### src/rtl/grs_round_pkg.sv
package grs_round_pkg;
  typedef enum logic [1:0] {
    RND_NEAR = 2'b00,
    RND_ZERO = 2'b01,
    RND_PINF = 2'b10,
    RND_MINF = 2'b11
  } rnd_mode_e;
endpackage

### src/rtl/grs_round_decide.sv
module grs_round_decide
  import grs_round_pkg::*;
(
  input  logic      sign_i,
  input  rnd_mode_e mode_i,
  input  logic      guard_i,
  input  logic      rbit_i,
  input  logic      sticky_i,
  input  logic      lsb_i,
  output logic      inc_o,
  output logic      inexact_o
);
  logic lost;

  always_comb begin
    lost = guard_i | rbit_i | sticky_i;
    unique case (mode_i)
      RND_ZERO: inc_o = 1'b0;
      RND_PINF: inc_o = lost & ~sign_i;
      RND_MINF: inc_o = lost & sign_i;
      default:  inc_o = guard_i & (rbit_i | sticky_i | lsb_i);
    endcase
    inexact_o = lost;
  end

  always_comb begin
    p_exact_quiet_r1: assert (guard_i | rbit_i | sticky_i || (!inc_o && !inexact_o))
      else $error("exact input raised a flag or increment");
    p_rz_never_r4: assert (mode_i != RND_ZERO || !inc_o)
      else $error("toward-zero incremented");
    p_near_guard_r3: assert (mode_i != RND_NEAR || guard_i || !inc_o)
      else $error("nearest incremented with guard clear");
  end
endmodule

### src/rtl/grs_round_incr.sv
module grs_round_incr #(
  parameter int W = 53
) (
  input  logic [W-1:0] a_i,
  input  logic         inc_i,
  output logic [W:0]   sum_o
);
  logic [W:0] carry;

  assign carry[0] = inc_i;

  for (genvar i = 0; i < W; i++) begin : g_bit
    assign sum_o[i]     = a_i[i] ^ carry[i];
    assign carry[i+1]   = a_i[i] & carry[i];
  end

  assign sum_o[W] = carry[W];

  always_comb begin
    p_sum_r7: assert (sum_o == ({1'b0, a_i} + {{W{1'b0}}, inc_i}))
      else $error("carry chain mismatch");
  end
endmodule

### src/rtl/grs_round_unit.sv
module grs_round_unit
  import grs_round_pkg::*;
#(
  parameter int MANT_W = 53
) (
  input  logic              sign_i,
  input  logic [1:0]        mode_i,
  input  logic [MANT_W+1:0] mant_i,
  input  logic              sticky_i,
  output logic [MANT_W:0]   mant_o,
  output logic              round_up_o,
  output logic              inexact_o,
  output logic              frac_inexact_o,
  output logic              frac_round_o
);
  localparam int IN_W = MANT_W + 2;

  logic [MANT_W-1:0] base;
  logic              inc;
  logic              inx;
  rnd_mode_e         mode;

  assign base = mant_i[IN_W-1:2];
  assign mode = rnd_mode_e'(mode_i);

  grs_round_decide u_decide (
    .sign_i   (sign_i),
    .mode_i   (mode),
    .guard_i  (mant_i[1]),
    .rbit_i   (mant_i[0]),
    .sticky_i (sticky_i),
    .lsb_i    (base[0]),
    .inc_o    (inc),
    .inexact_o(inx)
  );

  grs_round_incr #(.W(MANT_W)) u_incr (
    .a_i  (base),
    .inc_i(inc),
    .sum_o(mant_o)
  );

  assign round_up_o     = inc;
  assign frac_round_o   = inc;
  assign inexact_o      = inx;
  assign frac_inexact_o = inx;

  always_comb begin
    p_hold_no_inc_r9: assert (inc || mant_o == {1'b0, base})
      else $error("mantissa changed without increment");
    p_carry_top_r8: assert (!mant_o[MANT_W] || (inc && &base))
      else $error("carry-out without all-ones increment");
    p_pinf_sign_r5: assert (mode != RND_PINF || !inc || !sign_i)
      else $error("+inf mode incremented a negative value");
    p_minf_sign_r6: assert (mode != RND_MINF || !inc || sign_i)
      else $error("-inf mode incremented a positive value");
    p_inc_inexact_r2: assert (!inc || inx)
      else $error("increment on exact value");
  end
endmodule

### config.mk
export PLATFORM = sky130hd
export DESIGN_NAME = grs_round_unit
export DESIGN_NICKNAME = d
export VERILOG_FILES = /design/src/rtl/grs_round_pkg.sv /design/src/rtl/grs_round_decide.sv /design/src/rtl/grs_round_incr.sv /design/src/rtl/grs_round_unit.sv
export SDC_FILE = /design/constraint.sdc
export NUM_CORES = 1
export LEC_CHECK = 0
export BUFFER_PORTS_ARGS = -buffer_cell sky130_fd_sc_hd__clkbuf_2
export CORE_MARGIN = 8
export CORE_UTILIZATION = 32
export DETAILED_ROUTE_END_ITERATION = 10
export PLACE_DENSITY_LB_ADDON = 0.25
export SLEW_MARGIN = 20
export SYNTH_ARGS = -nofsm -noshare
export SYNTH_HDL_FRONTEND = slang
export SYNTH_SLANG_ARGS = --single-unit
### constraint.sdc
create_clock -name vclk -period 68.7
set_input_delay 20.61 -clock vclk [all_inputs]
set_output_delay 20.61 -clock vclk [all_outputs]
set_load 0.01 [all_outputs]
==> results list, run 1 <==
- 0 antenna diodes ended up in the layout.
- Using the TritonRoute via totals, the vias-per-cell ratio works out to roughly 4.7.
* Antenna violations before repair: 0
- Setup_tns: 0 ps
* Met1 demand-to-capacity share in global routing: 12.2%
- Tmin final: between 50000 and 60000 ps
* Area of the core: 0.00219 sq mm
* Total wire length: 2.89 mm
* Post-Place Cells: between 200 and 250
- For met2 alone, demand over resource in global routing was a little under a quarter.
* Final std cells w/o fill: roughly 210
- Net count after synthesis: roughly 170
- Worst EP required: 48090 ps
- Synth Cell Area: roughly 730 sq um
- After technology mapping, the gate count stands at between 60 and 70.
* Buffering stage count on the worst path with inverters included: 2
- Type of the setup path with the least slack: in -> out
* Total area of sequential cells: 0 sq um
- Entering global routing, the biggest net connects 4 pins.
* Detailed Route Iter0 Violations: 21
- The tightest min-delay check is of the in -> out type.
* Final net count: 291
* Leakage power summed over all cells: ~0.00098 uW
- After detailed routing, the number of remaining DRC violations is 0.
* Share of synthesized cell area in and, or, nand and nor gates: ~3.2%
- In the finished design, the share of the clock period the worst path needs comes to about 75%.
- Pin placement for this block handled around 120 I/O pins.
* Sequential cell count: 0
- Final setup violation count: 0
* Die Footprint: slightly above 0.004 sq mm
* Remaining max-slew budget at the tightest pin: between 90% and 100%
* Grt total ovfl: 0
* Count of pins over their slew limit: 0
- Share of Yosys cell area claimed by the top area cell type: about 90%
- The final hold violation count came to 0.
- STA classifies the critical path startpoint as a primary input.
- Maximum single-stage delay on the critical path: about 260 ps
- The layer flagged by global routing as most heavily used is met2.
* Share of the synthesized area in compound gates (AO/OA/AOI/OAI): between 2 and 3%
- In the global route stage, overall resource usage came out at between 10% and 20%.
- The initial utilization of the core area, before any placement, comes to between 30% and 40%.
- Clock buffers: 0
- Category of cells accounting for the largest share of critical-path delay: adder cells
- Via Count: ~960
- Post-synthesis xor/xnor area fraction: 0%
- Along the worst path, the maximum fanout reaches 3.
- By count the netlist is led by ha_1, buf_4.
- Adder-cell share of the synthesized area: approximately nine tenths
- At the end of routability-driven placement, the weighted congestion stood at 0.799.
* Post-cts sizing count: 0
- Share of cells above drive strength 1: between 60% and 70%
- Kind of end point of the critical path: output port
- Half-perimeter wire length after placement: 2.92 mm
- Pre-Repair DR Iteration Count: 2
* Worst Tran Pin Value: ~120 ps
* Multiplexer share of the synthesized area: about 1.5%
* CTS hold repair buffers: 0
- Mean area per synthesized cell: 11.8 sq um
- Achievable clock frequency: between 15 and 20 MHz
* Synth-to-Final Area Change: 82.7%
- The detail route stage leaves a number of antenna-violating nets equal to 0.
- Counting distinct cell types in the post-synthesis netlist gives 9.
* IO buf count: between 100 and 150
- Setup repair after global routing left no endpoint under its margin.
- After detailed routing, the average wire length per cell comes to between 10 and 15 microns.
- Combinational family with the most area after synthesis: adder cells
- Post-CTS timing repair inserted 0 buffers for setup.
* Largest cells by area after synthesis: ha_1, buf_4, mux2_2
- Max-cap violations in this run came to 0.
* Die Wd: 63.8 microns
- Cell with the most instances on the worst path: ha_1
* Arrival @ worst endpoint: a little over 30000 ps
- The flow ran to the end, and the final reports show no timing, DRC or antenna violations.
- Measured along the y axis, the die boundary spans 63.8 microns.
* Row count: 17
- The number of global-route vias before repair is between 1000 and 1500.
* Total power per unit cell area: between 4 and 5 mW/mm^2
- Most frequently used cell type in the post-synthesis netlist: ha_1
- For this design, the slowest cell found on the critical path is o221a_1.
* Part of the Yosys area used for sequential elements: 0%
- Met3 routing resource usage after global routing: 9.76%
* IR drop worst, VDD: between 2 and 3 uV
- Wire length of the first global-routing pass: approximately 4.6 mm
- Yosys synthesis warning count: 0
- Of all cell types, the one taking the most synthesized area is ha_1.
area by class of cell:
cell class | count | area [sq um]
Multi-Input combinational cell | 60 | 717
Timing Repair Buffer | 117 | 586
Tap cell | 28 | 35.0
Fill cell | 191 | 853
stage by stage:
stage / utilization [%] / power, uW / hold WS (ps) / setup WS, ps / area, sq um
2_1_floorplan: - / 2.77 / 41350 / 17760 / 732
3_3_place_gp: 61.1 / 5.98 / 41540 / 17320 / 1340
5_1_grt: 61.1 / 6.71 / 41550 / 16500 / 1340
4_1_cts: 61.1 / 6.19 / 41540 / 16990 / 1340
6_report: 61.1 / 6.03 / 41530 / 17110 / 1340
3_5_place_dp: 61.1 / 6.16 / 41540 / 17020 / 1340
cell usage in the layout, fill, tap and decap left out:
master    instances
clkbuf_2        117
ha_1             53
mux2_2            1
nand2_1           1
nor2_1            1
nor3_2            1
o21a_1            1
o221a_1           1
or3_1             1
final timing paths:
| check | start | end | slack, ps | cells past startpoint |
|---|---|---|---|---|
| setup / recovery | sticky_i | mant_o[52] | 17110 | 58 |
| hold / removal | mant_i[54] | mant_o[52] | 41530 | 3 |
power breakdown:
part	internal, uW	switching (uW)	leakage [uW]
Clock	0	0	0
Combinational	3.04	2.99	0.000980
Sequential	0	0	0
Total	3.04	2.99	0.000980
kinds of logic after synthesis:
kind of cell	Yosys count
simple gates	4
mux	1
compound gates	2
buf+inv	2
fa+ha+maj	53
per-layer routing:
layer  up-vias  share of wire, %
met5         -                 0
met4         0              0.94
li1        478                 -
met3         2                19
met2        77                47
met1       402                33
Power figures use the tool's default switching activity.
==> run 2, diff against run 1 <==
Settings changed: CORE_UTILIZATION 32 to 30.
Clock period 68.7 ns to 53 ns, I/O delays scaled along.
==> run 2 against run 1 <==
Net effect:
- count of clock-buffer cells in the layout stayed put
- total power is 29% higher
- utilization is 4.9 points lower
- combinational power is 29% higher
- first-iteration DRC count is 43% lower
- largest cell class unchanged
- die area is 5.0% higher
- wire length is 1.1% lower
- cell count is 0.98% higher
==> results list, run 2 (synthesis results as in run 1) <==
- Outcome: finished, final reports clean (unchanged).
- Period Utilization, post-route: between 70 and 80%
- Sequential cell count: 0 (unchanged)
* Final GP Congestion: 0.765 (was 0.799)
- Die Wd: 65.4 microns (was 63.8 microns)
- The startpoint-to-endpoint class of the critical path is in -> out (unchanged).
* IO buf count: 117 (unchanged)
- The die outline area is 0.00428 sq mm (was 0.00407 sq mm).
* Most common cell after layout, fill and taps aside: clkbuf_2 (unchanged)
- The sequential cell area in the final layout came to 0 sq um (unchanged).
* Leakage power summed over all cells: 0.000980 uW (unchanged)
* CTS hold repair buffers: 0 (unchanged)
- Remaining max-slew budget at the tightest pin: 91.9% (was 92.1%)
- The max-capacitance violation count came to 0 (unchanged).
- Post-detailed-route count of antenna-violating nets: 0 (unchanged)
- The post-detailed-placement cell area is 0.00134 sq mm (about the same).
* Count of pins over their slew limit: 0 (unchanged)
- The DRC violation count after routing came to 0 (unchanged).
- The total congestion overflow was 0 (unchanged).
* Worst hold path type: in -> out (unchanged)
- RSZ-0062 raised after global routing: false (unchanged).
- The number of filler instances in the final layout came to 229 (was 191).
- The number of gates resized after CTS was 0 (unchanged).
- Synth-to-Final Area Change: 83.1% (was 82.7%)
* Final setup violation count: 0 (unchanged)
* Slowest stage cell on the critical path: o221a_1 (unchanged)
- Sequential fraction of design power: 0% (about the same)
- The iteration count of the initial detailed-routing pass is 4 (was 2).
- The starting DRC count in detailed routing came to 12 (was 21).
- The largest fanout on the critical path is 3 (unchanged).
- The type of destination of the critical path is an output port (unchanged).
- The layout cell share with drive strength beyond 1 came to 67.2% (unchanged).
- The clock power share is 0% (about the same).
* Commonest cells after routing, fill and taps aside: clkbuf_2, ha_1 (unchanged)
- Tmin final: between 40000 and 50000 ps
* Half-perimeter wire length after placement: 2.87 mm (was 2.92 mm)
* Worst Setup Start Kind: primary input (unchanged)
* P_sw: 3.83 uW (was 2.99 uW)
- Cell with the most instances on the worst path: ha_1 (unchanged)
- The data required time of the worst path is 37100 ps (was 48090 ps).
* Total power per unit cell area: 5.79 mW/mm^2 (was 4.51 mW/mm^2)
- Routed wire length per instance: 13.8 microns (was 14.1 microns)
* IR drop worst, VDD: 3.82 uV (was 2.79 uV)
* Setup_tns: 0 ps (unchanged)
- The wire length of the first global-routing pass came to 4.38 mm (was 4.61 mm).
- Final net count: 291 (unchanged)
- Comb pwr share: 100.0% (about the same)
* Arrival @ worst endpoint: 26290 ps (was 30980 ps)
- The largest net degree at the start of global routing was 4 (unchanged).
- Final Hold Fails: 0 (unchanged)
- The largest incremental delay on the critical path is 260 ps (about the same).
* Vias in the first global route: 1066 (was 1084)
* Fraction of power spent switching nets: 49.4% (was 49.6%)
- Achievable clock frequency: ~24 MHz
* Total wire length: 2.85 mm (was 2.89 mm)
* Clock buffers: 0 (unchanged)
* Overall routing resource usage: 11.9% (was 13.1%)
* Design internal power: 3.93 uW (was 3.04 uW)
* Area of the core: 0.00239 sq mm (was 0.00219 sq mm)
* Row count: 18 (was 17)
- Number of I/O pins: 117 (unchanged)
- The number of antenna violations at the first check in global routing came to 0 (unchanged).
- The via count is 957 (was 959).
- Number of inserted diodes: 0 (unchanged)
- Setup fix buffers added after clock tree synthesis: 0 (unchanged)
- Chip Height: 65.4 microns (was 63.8 microns)
- The utilization after layout is 56.1% (was 61.1%).
- The slew at the pin with the worst max-slew slack came to 122 ps (was 117 ps).
- The via density per instance was 4.62 (was 4.68).
- Starting density of the core: 30.7% (was 33.4%)
- The cell area after layout was 0.00134 sq mm (about the same).
[run 2: metrics by stage]
step,cells,setup slack [ps],hold WS (ps),power [uW]
after floorplan,62,11480,31930,3.59
after global placement,207,11010,32110,7.67
after detailed placement,207,10750,32120,7.93
after CTS,207,10710,32120,7.97
after global routing,207,10330,32130,8.71
final,207,10810,32110,7.76
[run 2: critical path: cells and delay by family]
kind	cells	cell delay, ps
buffers and inverters	2	230
adder cells (fa/ha/maj)	53	9730
AND/OR/NAND/NOR	2	220
AO/OA/AOI/OAI	1	260
[run 2: power groups by stage]
stage | clock [uW] | combinational (uW) | sequential, uW
floorplan | 0 | 3.59 | 0
global placement | 0 | 7.67 | 0
detailed placement | 0 | 7.93 | 0
CTS | 0 | 7.97 | 0
global route | 0 | 8.71 | 0
finish | 0 | 7.76 | 0
[run 2: final timing paths]
kind    endpoint  cells after the start        from  slack (ps)
max   mant_o[52]                     58    sticky_i       10810
min   mant_o[16]                      3  mant_i[18]       32110
[run 2: area by class of cell]
cell class	count	area [sq um]	area share (%)
multi-input cells	60	717	53.5
well taps	30	37.5	2.80
repair buffers	117	586	43.7
[run 2: per-layer routing]
layer	part of all wire [%]	GRT usage (%)	up-vias
li1	-	-	475
met1	40	13.8	402
met2	43	21.3	80
met3	17	4.76	0
met4	0	0	0
met5	0	0	-
==> run 3, diff against run 2 <==
Settings changed: CORE_UTILIZATION 30 to 27.
Clock period 53 ns to 36 ns, I/O delays scaled along.
==> run 3 against run 2 <==
Net effect:
- combinational power is 48% higher
- global-route usage is 0.93 points lower
- wire length is 2.4% higher
- critical endpoint unchanged
- critical path depth stayed put
- via count is 0.10% higher
- sequential cell count stayed put
- sequential share of layout area stayed put
- first-iteration DRC count is 33% higher
- worst hold slack worse by 10000 ps
- cell count is 0.48% higher
- largest power group unchanged
- count of clock-buffer cells in the layout stayed put
- setup slack worse by 6800 ps
==> results list, run 3 (synthesis results as in run 1) <==
- The startpoint of the worst hold path was mant_i[18] (unchanged).
* Via Count: 958 (was 957)
- Worst Setup Start Kind: primary input (unchanged)
- Overall routing resource usage: 11.0% (was 11.9%)
- Final worst hold slack: 21910 ps (was 32110 ps)
- Achievable clock frequency: between 30 and 40 MHz
* Post-cts sizing count: 0 (unchanged)
- Endpoint with the worst hold slack: mant_o[16] (unchanged)
* Maximum single-stage delay on the critical path: 270 ps (was 260 ps)
- Synth-to-Final Area Change: 83.2% (was 83.1%)
* Tmin final: ~32000 ps
- The number of cells on the worst hold path is 3 (unchanged).
- The core outline area is 0.00266 sq mm (was 0.00239 sq mm).
- The iteration count of the initial detailed-routing pass was 2 (was 4).
* Layout Utilization: 50.4% (was 56.1%)
- Type of the setup path with the least slack: in -> out (unchanged)
* IO buf count: 117 (unchanged)
* Slowest stage cell on the critical path: ha_1 (was o221a_1)
- Detailed Route Iter0 Violations: 16 (was 12)
* Setup_tns: 0 ps (unchanged)
- The die outline area is 0.00463 sq mm (was 0.00428 sq mm).
- Clock buffers: 0 (unchanged)
- Antenna violations before repair: 0 (unchanged)
- Grt total ovfl: 0 (unchanged)
- The initial cell density of the core was 27.5% (was 30.7%).
- The final hold violation count is 0 (unchanged).
- Number of I/O pins: 117 (unchanged)
- The total detailed-routing wirelength came to 2.92 mm (was 2.85 mm).
- Outcome: finished, final reports clean (unchanged)
- The largest fanout on the critical path is 3 (unchanged).
- The post-DP HPWL was 2.93 mm (was 2.87 mm).
- The via density per instance was 4.61 (was 4.62).
- Of the available clock period, the critical path in the final layout requires 88.7%.
- The number of nets in the layout was 291 (unchanged).
- Worst EP required: 25200 ps (was 37100 ps)
* Worst Tran Pin Value: 123 ps (was 122 ps)
- The final number of max-transition violations is 0 (unchanged).
- RSZ-0062 raised after global routing: false (unchanged)
* Number of inserted diodes: 0 (unchanged)
- The number of global-route vias before repair was 1026 (was 1066).
- The number of sequential storage elements was 0 (unchanged).
* Worst hold path type: in -> out (unchanged)
* Drt drc: 0 (unchanged)
* Largest net degree at the start of global routing: 4 (unchanged)
* Maximum capacitance violations: 0 (unchanged)
- Post-detailed-route count of antenna-violating nets: 0 (unchanged)
- Setup fix buffers added after clock tree synthesis: 0 (unchanged)
- IR drop worst, VDD: 5.57 uV (was 3.82 uV)
* Row count: 19 (was 18)
* Chip Height: 68.1 microns (was 65.4 microns)
- The post-detailed-route wirelength per cell is 14.0 microns (was 13.8 microns).
- Total area of sequential cells: 0 sq um (unchanged)
- The type of destination of the critical path was an output port (unchanged).
- The leakage power is 0.000980 uW (unchanged).
- Share of cells above drive strength 1: 67.2% (unchanged)
- The wire length of the first global-routing pass came to 4.21 mm (was 4.38 mm).
- The quantity of hold-fixing buffers added after cts came to 0 (unchanged).
- Final setup violation count: 0 (unchanged)
- Commonest cells after routing, fill and taps aside: clkbuf_2, ha_1 (unchanged)
- The cell with the most instances on the worst path is ha_1 (unchanged).
- The worst slew margin relative to its limit was 91.8% (was 91.9%).
* Arrival @ worst endpoint: 21150 ps (was 26290 ps)
- The die boundary width came to 68.1 microns (was 65.4 microns).
- Most common cell after layout, fill and taps aside: clkbuf_2 (unchanged)
* Final GP Congestion: 0.745 (was 0.765)
- Total power per unit cell area: 8.56 mW/mm^2 (was 5.79 mW/mm^2)
[run 3: per-layer routing]
metal / track usage [%] / wire length [microns] / part of all wire [%] / vias up
met3: 4.75 / 609 / 21 / 0
met2: 20.0 / 1250 / 43 / 84
met1: 12.3 / 1060 / 36 / 400
li1: - / - / - / 474
met4: 0 / 0 / 0 / 0
met5: 0 / 0 / 0 / -
[run 3: worst max path at each step]
| stage | startpoint | endpoint | slack (ps) | depth (start not counted) |
|---|---|---|---|---|
| 6_report | sticky_i | mant_o[52] | 4050 | 58 |
| 5_1_grt | sticky_i | mant_o[52] | 3500 | 58 |
| 4_1_cts | sticky_i | mant_o[52] | 3940 | 58 |
| 3_5_place_dp | sticky_i | mant_o[52] | 3980 | 58 |
| 3_3_place_gp | sticky_i | mant_o[52] | 4210 | 58 |
| 2_1_floorplan | mode_i[0] | mant_o[52] | 4680 | 55 |
[run 3: final cells by class]
type | count | area (sq um)
multi-input combinational | 60 | 717
fill | 253 | 1320
timing repair buffer | 117 | 586
tap | 31 | 38.8
[run 3: worst max-delay path, delay by kind of cell]
family,cells,cell delay [ps]
AO/OA/AOI/OAI,1,260
AND/OR/NAND/NOR,2,230
adder cells (fa/ha/maj),53,9680
buffers and inverters,2,240
[run 3: stage by stage]
step	setup WS, ps	total power (uW)	instance area, sq um	cells
floorplan	4680	5.28	732	62
global placement	4210	11.3	1340	208
detailed placement	3980	11.7	1340	208
CTS	3940	11.8	1340	208
global route	3500	12.9	1340	208
finish	4050	11.5	1340	208
[run 3: power by group]
group          total [uW]  internal [uW]  switching [uW]  leakage (uW)
clock                   0              0               0             0
combinational        11.5           5.78            5.70      0.000980
sequential              0              0               0             0
total                11.5           5.78            5.70      0.000980
